### src/rtl/win_save_pkg.sv
package win_save_pkg;
    localparam int TT_W     = 9;
    localparam int SPCFG_W  = 6;

    typedef logic [TT_W-1:0] trap_t;

    localparam trap_t TT_OVERFLOW    = 9'h005;
    localparam trap_t TT_SPILL_BASE  = 9'h080;
    localparam trap_t TT_SPILL_OTHER = 9'h020;
endpackage

### src/rtl/win_ptr_dec.sv
module win_ptr_dec #(
    parameter int NWIN = 8,
    localparam int PW  = $clog2(NWIN)
) (
    input  logic [PW-1:0] cur,
    output logic [PW-1:0] prev
);
    localparam logic [PW-1:0] LAST = PW'(NWIN - 1);

    always_comb begin
        if (cur == '0) prev = LAST;
        else           prev = cur - 1'b1;
    end
endmodule

### src/rtl/win_ovf_check.sv
module win_ovf_check
    import win_save_pkg::*;
#(
    parameter int NWIN         = 8,
    parameter bit COUNTER_MODE = 1'b0,
    localparam int PW          = $clog2(NWIN)
) (
    input  logic [PW-1:0]      cand,
    input  logic [NWIN-1:0]    win_invalid,
    input  logic [PW-1:0]      free_cnt,
    input  logic [PW-1:0]      foreign_cnt,
    input  logic [SPCFG_W-1:0] spill_cfg,
    output logic               trap,
    output trap_t              code
);
    localparam int MEXT = 1 << PW;

    logic [MEXT-1:0] mask_ext;
    logic            mask_hit;
    logic            spill_hit;
    trap_t           spill_code;

    assign mask_ext = MEXT'(win_invalid);

    always_comb begin
        mask_hit  = mask_ext[cand];
        spill_hit = (free_cnt == '0);
        if (foreign_cnt != '0)
            spill_code = TT_SPILL_BASE | TT_SPILL_OTHER | {4'b0, spill_cfg[5:3], 2'b0};
        else
            spill_code = TT_SPILL_BASE | {4'b0, spill_cfg[2:0], 2'b0};

        if (COUNTER_MODE) begin
            trap = spill_hit;
            code = spill_code;
        end else begin
            trap = mask_hit;
            code = TT_OVERFLOW;
        end
    end
endmodule

### src/rtl/win_save_ctrl.sv
module win_save_ctrl
    import win_save_pkg::*;
#(
    parameter int NWIN         = 8,
    parameter bit COUNTER_MODE = 1'b0
) (
    input  logic                      clk,
    input  logic                      rst_n,
    input  logic                      save_req,
    input  logic [$clog2(NWIN)-1:0]   ptr_in,
    input  logic [NWIN-1:0]           win_invalid,
    input  logic [$clog2(NWIN)-1:0]   free_cnt,
    input  logic [$clog2(NWIN)-1:0]   foreign_cnt,
    input  logic [5:0]                spill_cfg,
    output logic [$clog2(NWIN)-1:0]   ptr_out,
    output logic                      commit,
    output logic                      trap_req,
    output logic [8:0]                trap_code
);
    localparam int PW = $clog2(NWIN);
    localparam logic [PW-1:0] LAST = PW'(NWIN - 1);

    typedef struct packed {
        logic [PW-1:0] ptr;
        logic          commit;
        logic          trap;
        trap_t         code;
    } out_s;

    logic [PW-1:0] cand;
    logic          det_trap;
    trap_t         det_code;
    out_s          out_d, out_q;

    win_ptr_dec #(.NWIN(NWIN)) u_dec (
        .cur  (ptr_in),
        .prev (cand)
    );

    win_ovf_check #(.NWIN(NWIN), .COUNTER_MODE(COUNTER_MODE)) u_chk (
        .cand        (cand),
        .win_invalid (win_invalid),
        .free_cnt    (free_cnt),
        .foreign_cnt (foreign_cnt),
        .spill_cfg   (spill_cfg),
        .trap        (det_trap),
        .code        (det_code)
    );

    always_comb begin
        out_d        = out_q;
        out_d.commit = 1'b0;
        out_d.trap   = 1'b0;
        out_d.code   = '0;
        if (save_req) begin
            if (det_trap) begin
                out_d.trap = 1'b1;
                out_d.code = det_code;
                out_d.ptr  = ptr_in;
            end else begin
                out_d.commit = 1'b1;
                out_d.ptr    = cand;
            end
        end
    end

    always_ff @(posedge clk or negedge rst_n) begin
        if (!rst_n) out_q <= '0;
        else        out_q <= out_d;
    end

    assign ptr_out   = out_q.ptr;
    assign commit    = out_q.commit;
    assign trap_req  = out_q.trap;
    assign trap_code = out_q.code;

    // an accepted save lands one window below the requested pointer
    p_step_down_r1: assert property (@(posedge clk) disable iff (!rst_n)
        commit |-> ((ptr_out == LAST) ? ($past(ptr_in) == '0)
                                      : ($past(ptr_in) == ptr_out + 1'b1)));

    // a trap keeps the pointer given with the request
    p_trap_hold_r3: assert property (@(posedge clk) disable iff (!rst_n)
        trap_req |-> (ptr_out == $past(ptr_in) && !commit));

    // every request yields exactly one outcome in the next cycle
    p_one_outcome_r7: assert property (@(posedge clk) disable iff (!rst_n)
        save_req |=> (commit ^ trap_req));

    // no request, no pulse, pointer held
    p_idle_r7: assert property (@(posedge clk) disable iff (!rst_n)
        !save_req |=> (!commit && !trap_req && trap_code == '0 && $stable(ptr_out)));

    generate
        if (COUNTER_MODE) begin : g_cnt_chk
            // empty saveable count always spills, with the spill base set
            p_spill_r4: assert property (@(posedge clk) disable iff (!rst_n)
                (save_req && free_cnt == '0) |=> (trap_req && trap_code[8:7] == 2'b01));
        end else begin : g_mask_chk
            // mask-mode traps carry the overflow code
            p_ovf_code_r2: assert property (@(posedge clk) disable iff (!rst_n)
                trap_req |-> (trap_code == TT_OVERFLOW));
        end
    endgenerate
endmodule

### config.mk
export PLATFORM = sky130hd
export DESIGN_NAME = win_save_ctrl
export DESIGN_NICKNAME = d
export VERILOG_FILES = /design/src/rtl/win_save_pkg.sv /design/src/rtl/win_ptr_dec.sv /design/src/rtl/win_ovf_check.sv /design/src/rtl/win_save_ctrl.sv
export SDC_FILE = /design/constraint.sdc
export NUM_CORES = 1
export LEC_CHECK = 0
export BUFFER_PORTS_ARGS = -buffer_cell sky130_fd_sc_hd__buf_2
export CAP_MARGIN = 25
export CORE_AREA = 2 2 39 41
export CTS_CLUSTER_DIAMETER = 80
export DETAILED_ROUTE_END_ITERATION = 10
export DIE_AREA = 0 0 41 43
export GPL_ROUTABILITY_DRIVEN = 0
export PLACE_DENSITY = 0.7
export SKIP_CTS_REPAIR_TIMING = 1
export SLEW_MARGIN = 0
export SYNTH_ARGS = -nofsm -noshare
export SYNTH_HDL_FRONTEND = slang
export SYNTH_SLANG_ARGS = --single-unit
export TNS_END_PERCENT = 1
### constraint.sdc
create_clock -name clk -period 1.5 [get_ports clk]
set_clock_uncertainty 0.2 [all_clocks]
set_input_delay 0.075 -clock clk [delete_from_list [all_inputs] [get_ports clk]]
set_output_delay 0.075 -clock clk [all_outputs]
set_load 0.01 [all_outputs]
## After elaboration in Yosys (flattened, before gate mapping)

Cells that the tools add are included.
Widths: inputs -> output; s select.

- Bits in latches: 0
- Output and inout port bits: 14
- Memory bits (writable): 0
- Word-level logic and storage cells: 14
- ROM bits: 0
- Memories: 0
- Input bits: 26
- Bits in registers: 14

- Reductions and logical operators: 1
- Equality and inequality tests: 0
- Bitwise operators: 0
- Muxes and demuxes: 7
- Add/sub/neg operators: 1
- Shift-type cells: 0
- Div/mod/pow operators: 0
- $mul: 0
- $lt $le $gt $ge: 1

Operators with widths:

| kind | count |
|---|---|
| $mux 11 | 1 |
| $mux 10 | 1 |
| $mux 3 | 2 |
| $lt 3x4->1 const B | 1 |
| $bmux 1 s3 | 1 |
| $logic_not 3->1 | 1 |
| $sub 3x1->3 const B | 1 |
| $mux 1 | 2 |

## Depth between registers and ports, before layout

- Word-level depth: 6
- Depth in mapped cells: 8
- Mapped depth without buffers: 8

## Modules after synthesis

Synthesis repeated with hierarchy kept, for this count alone.

- Cells, all modules: 58
- Area, all modules: 679.4 sq um

By module, submodules not included:

| module | instances | sequential area each (sq um) | cells each | area each (sq um) |
|---|---|---|---|---|
| win_save_ctrl | 1 | 350.3 | 36 | 488.0 |
| win_ovf_check | 1 | 0.0 | 14 | 138.9 |
| win_ptr_dec | 1 | 0.0 | 8 | 52.6 |

## Worst setup path before layout

OpenSTA, ideal clock, no wires.

- Path type: in2reg
- Start: input ptr_in[0]
- End: register out_q, in the netlist ptr_out[0]
- Library setup time: 95 ps
- Data arrival time: 1410 ps
- Required time: 1205 ps
- Path buffers: 1
- Path slack: -205 ps
- Cell stages on the path: 8
- Cell sequence: inv_1 ha_1 buf_6 mux2i_1 a211o_1 o2bb2ai_2 nor3b_1 o31ai_1

- Word-level cells in the longest chain between the ends: 5
- Elaborated cells on any way between the ends: 6
- Classes of those cells: add/sub: 1; mux: 4; reduce/logical: 1

Ends and longest elaborated chain:

| what | RTL line | RTL |
|---|---|---|
| start: declaration | win_save_ctrl.sv:10 | `input logic [$clog2(NWIN)-1:0] ptr_in,` |
| $sub 3x1->3 / $logic_not 3->1 (equally long branches) | win_ptr_dec.sv:12, win_ptr_dec.sv:11 |  |
| $mux 3 | win_ptr_dec.sv:11 | `if (cur == '0) prev = LAST;` |
| $bmux 1 s3 | win_ovf_check.sv:26 | `mask_hit = mask_ext[cand];` |
| $mux 1 (implied by the code) | win_ovf_check.sv:26 |  |
| $mux 3 (*) | win_save_ctrl.sv:56 | `if (det_trap) begin` |
| end signal: assignment | win_save_ctrl.sv:69 | `else out_q <= out_d;` |
| end: declaration | win_save_ctrl.sv:33 | `out_s out_d, out_q;` |

Every way passes the cells marked *; elsewhere a longest branch is shown, timed or not. The select of a mux whose other input is x is not followed.
A chain may end at the register's enable or synchronous reset.

## Worst setup path after layout

- Start: input ptr_in[1]
- End: register out_q, in the netlist ptr_out[0]

- Word-level cells in the longest chain between the ends: 5
- Elaborated cells on any way between the ends: 6
- Classes of those cells: add/sub: 1; mux: 4; reduce/logical: 1

Ends and longest elaborated chain:

| what | RTL line |
|---|---|
| $sub 3x1->3 / $logic_not 3->1 (equally long branches) | win_ptr_dec.sv:12, win_ptr_dec.sv:11 |
| $mux 3 (*) | win_ptr_dec.sv:11 |
| $bmux 1 s3 | win_ovf_check.sv:26 |
| $mux 1 (implied by the code) | win_ovf_check.sv:26 |
| $mux 3 (*) | win_save_ctrl.sv:56 |

Marked as above.

==> results.rst <==
.. list-table::
   :header-rows: 1

   * - Metric
     - Value
   * - Area of the mapped netlist
     - 415 um^2
   * - Layout overhead on the synthesized area
     - 61.4%
   * - CTS max path bufs
     - 2
   * - Effective utilization at floorplan
     - 30.0%
   * - Max-cap check violation count
     - 0
   * - Number of nets in the final layout
     - 104
   * - Static leakage
     - 0.350 nW
   * - Wire per inst
     - 9.41 um
   * - Count of endpoints failing setup in the final report
     - 0
   * - Most Crowded Layer GR
     - met2
   * - Worst ir drop on vdd
     - 294 uV
   * - Min-delay worst type
     - in2async
   * - Max stage delay on crit path
     - 0.32 ns
   * - Violations in the final reports
     - negative hold slack
   * - Remaining antenna violation count after routing
     - 0
   * - Mean instance size in the synthesized netlist
     - 9.44 um^2
   * - Count of standard-cell rows
     - 14
   * - Share of layout cells above drive strength 1
     - 54.7%
   * - Result of the run
     - finished, violations left
   * - Internal reg-to-reg setup slack
     - 0.66 ns
   * - Number of DRC markers after the initial detailed-route iteration
     - 1
   * - Final hold violation count
     - 5
   * - H-Tree Level Count
     - 1
   * - Die extent in y
     - 43 um
   * - TritonCTS Buffers
     - 3
   * - Ant. Diodes
     - 0
   * - Launch point of the worst reg-to-reg path
     - ptr_out[2]
   * - Crit start category
     - input port
   * - Clock sink count
     - 5
   * - Hold slack
     - -0.0245 ns
   * - GR met1 Demand/Resource
     - 11.9%
   * - CP startpoint
     - ptr_in[1]
   * - CTS Root Buffer Type
     - sky130_fd_sc_hd__clkbuf_4
   * - Detailed Routing Iterations Pass 1
     - 2
   * - Final standard cell count with taps included and fillers excluded
     - 91
   * - WL final
     - 856 um
   * - First-pass GRT wire length
     - 1290 um
   * - Final min period
     - 1.47 ns
   * - Met3 global-route usage
     - 1.57%
   * - Number of placed I/O pins
     - 40
   * - DR vias/cell
     - 4.36
   * - Required time reported for the critical path endpoint
     - 1.44 ns
   * - CTS clk-pin slew, worst paths
     - 0.04 ns
   * - Critical path data arrival time
     - 1.42 ns
   * - Initial antenna violation count
     - 0
   * - Total instance count after detailed placement
     - 83
   * - Max-slew violations
     - 0
   * - Total power consumption of the routed design
     - 534 uW
   * - Chip Width
     - 41 um
   * - Post-synthesis register bit count
     - 5
   * - Number of instances in the synthesized netlist
     - 44
   * - Sequential area share after synthesis
     - 30.1%
   * - Cell with the biggest individual delay on the critical path
     - sky130_fd_sc_hd__a211o_1
   * - Routing usage on met2
     - 17.2%
   * - Placed wire-length estimate after detailed placement
     - 668 um
   * - Peak clock frequency supported by timing
     - 0.679 GHz
   * - TritonCTS clock tree
     - done
   * - Distinct cells, synth
     - 23
   * - Area of the core
     - 1380 um^2
   * - Length in cells of the worst reg-to-reg path
     - 1
   * - Largest net degree at the start of global routing
     - 7
   * - Worst setup EP type
     - flop
   * - Crit path kind
     - in2reg
   * - Total via count after detailed routing
     - 397
   * - GRT Resource Usage Total
     - 11.4%
   * - RSZ-0062 raised after global routing
     - yes
   * - Ratio of final minimum period to clock period
     - 98.2%
   * - Number of global-route vias before repair
     - 337
   * - Number of buffers added on ports
     - 20
   * - Worst skew pair latency
     - 0.24 ns
   * - Overall die area
     - 1760 um^2
   * - Cell Chain, Critical Path
     - buf_8 -> inv_12 -> ha_4 -> mux2i_1 -> a211o_1 -> o2bb2ai_4 -> nor3b_2 -> o31ai_1
   * - Remaining global-route overflow
     - 0
   * - Yosys synthesis warning count
     - 0
   * - Areal power density over the cells
     - 796 nW/um^2
   * - Number of remaining DRC errors
     - 0
   * - Maximum fanout along the worst path
     - 6
## cells in the mapped netlist, drive strengths merged
cell / number / area, um^2
a211o: 1 / 8.76
a211oi: 1 / 12.5
a21boi: 1 / 7.51
a21o: 1 / 7.51
a21oi: 2 / 10.0
and2: 1 / 7.51
and3b: 1 / 8.76
buf: 10 / 78.8
conb: 1 / 3.75
dfrtp: 5 / 125
ha: 2 / 25.0
inv: 4 / 15.0
mux2i: 2 / 20.0
nand2: 2 / 7.51
nor2: 3 / 11.3
nor3b: 1 / 7.51
o21a: 1 / 7.51
o21bai: 1 / 7.51
o221ai: 1 / 8.76
o2bb2ai: 1 / 15.0
o31ai: 2 / 20.0
## per-layer routing
layer	share of wire (%)	wire (um)
met1	38	329
met2	53	453
met3	7.2	62
met4	1.3	11
met5	0	0
## cells in the final DEF, fill, tap and decap left out
cell	count
sky130_fd_sc_hd__clkbuf_1	1
sky130_fd_sc_hd__dfrtp_1	5
sky130_fd_sc_hd__ha_4	1
sky130_fd_sc_hd__nor2_1	3
sky130_fd_sc_hd__buf_2	18
sky130_fd_sc_hd__a21oi_1	2
sky130_fd_sc_hd__and2_2	1
sky130_fd_sc_hd__nor3b_2	1
sky130_fd_sc_hd__o31ai_1	1
sky130_fd_sc_hd__inv_1	2
sky130_fd_sc_hd__buf_8	1
sky130_fd_sc_hd__a211o_1	1
sky130_fd_sc_hd__a211oi_4	1
sky130_fd_sc_hd__conb_1	7
sky130_fd_sc_hd__a21o_1	1
sky130_fd_sc_hd__a21boi_2	1
sky130_fd_sc_hd__mux2i_1	2
sky130_fd_sc_hd__ha_2	1
sky130_fd_sc_hd__clkbuf_4	3
sky130_fd_sc_hd__nand2_1	2
sky130_fd_sc_hd__dlygate4sd3_1	3
sky130_fd_sc_hd__o221ai_1	1
sky130_fd_sc_hd__and3b_1	1
sky130_fd_sc_hd__o21a_1	1
sky130_fd_sc_hd__inv_4	1
sky130_fd_sc_hd__o31ai_2	1
sky130_fd_sc_hd__inv_12	1
sky130_fd_sc_hd__o21bai_1	1
sky130_fd_sc_hd__o2bb2ai_4	1
sky130_fd_sc_hd__buf_6	1
sky130_fd_sc_hd__buf_4	8
## layout make-up
type,instances,area (um^2)
inverters,4,30.0
fillers,131,713
well taps,16,20.0
multi-input cells,31,263
clock buffers,4,26.3
repair buffers,31,206
flip-flops and latches,5,125
## registers in the layout, indices dropped and copies added, names as in the netlist
name / cells
commit: 1
ptr_out: 3
trap_code: 1
## through the flow
| stage | hold WS (ns) | setup WS (ns) | TNS (ns) | cell area (um^2) | util (%) |
|---|---|---|---|---|---|
| finish | -0.0245 | 0.0264 | 0 | 671 | 48.5 |
| global placement | -0.310 | -0.357 | -1.45 | 572 | 41.3 |
| CTS | -0.568 | -0.122 | -0.317 | 598 | 43.2 |
| detailed placement | -0.308 | -0.375 | -1.59 | 572 | 41.3 |
| floorplan | -0.421 | -0.107 | -0.269 | 478 | - |
| global route | -0.000954 | -0.0925 | -0.116 | 671 | 48.5 |
## cells by family after synthesis
family / Yosys count / synth area share, %
buffers and inverters: 14 / 22.6
DFF: 5 / 30.1
and+or+nand+nor: 8 / 10.2
other: 1 / 0.903
adders and majority gates: 2 / 6.02
muxes: 2 / 4.82
AOI/OAI and AO/OA: 12 / 25.3
## worst max-delay path: cells and delay by family
family | cells | cell delay [ns]
adder cells (fa/ha/maj) | 1 | 0.29
buffers and inverters | 2 | 0.12
AO/OA/AOI/OAI | 3 | 0.68
multiplexers | 1 | 0.08
AND/OR/NAND/NOR | 1 | 0.16
## report_power, final
group	internal [mW]	switching, mW
clock network	0.100	0.0510
logic	0.116	0.102
registers	0.155	0.00976
## final timing paths
| kind | to |
|---|---|
| min in group clk | ptr_out[0] |
| max in group asynchronous | trap_code[0] |
| hold / removal | ptr_out[0] |
| hold reg to reg | ptr_out[2] |
| setup reg to reg | ptr_out[2] |
| setup / recovery | ptr_out[0] |
Note: power is estimated with default switching activity, not from simulation.
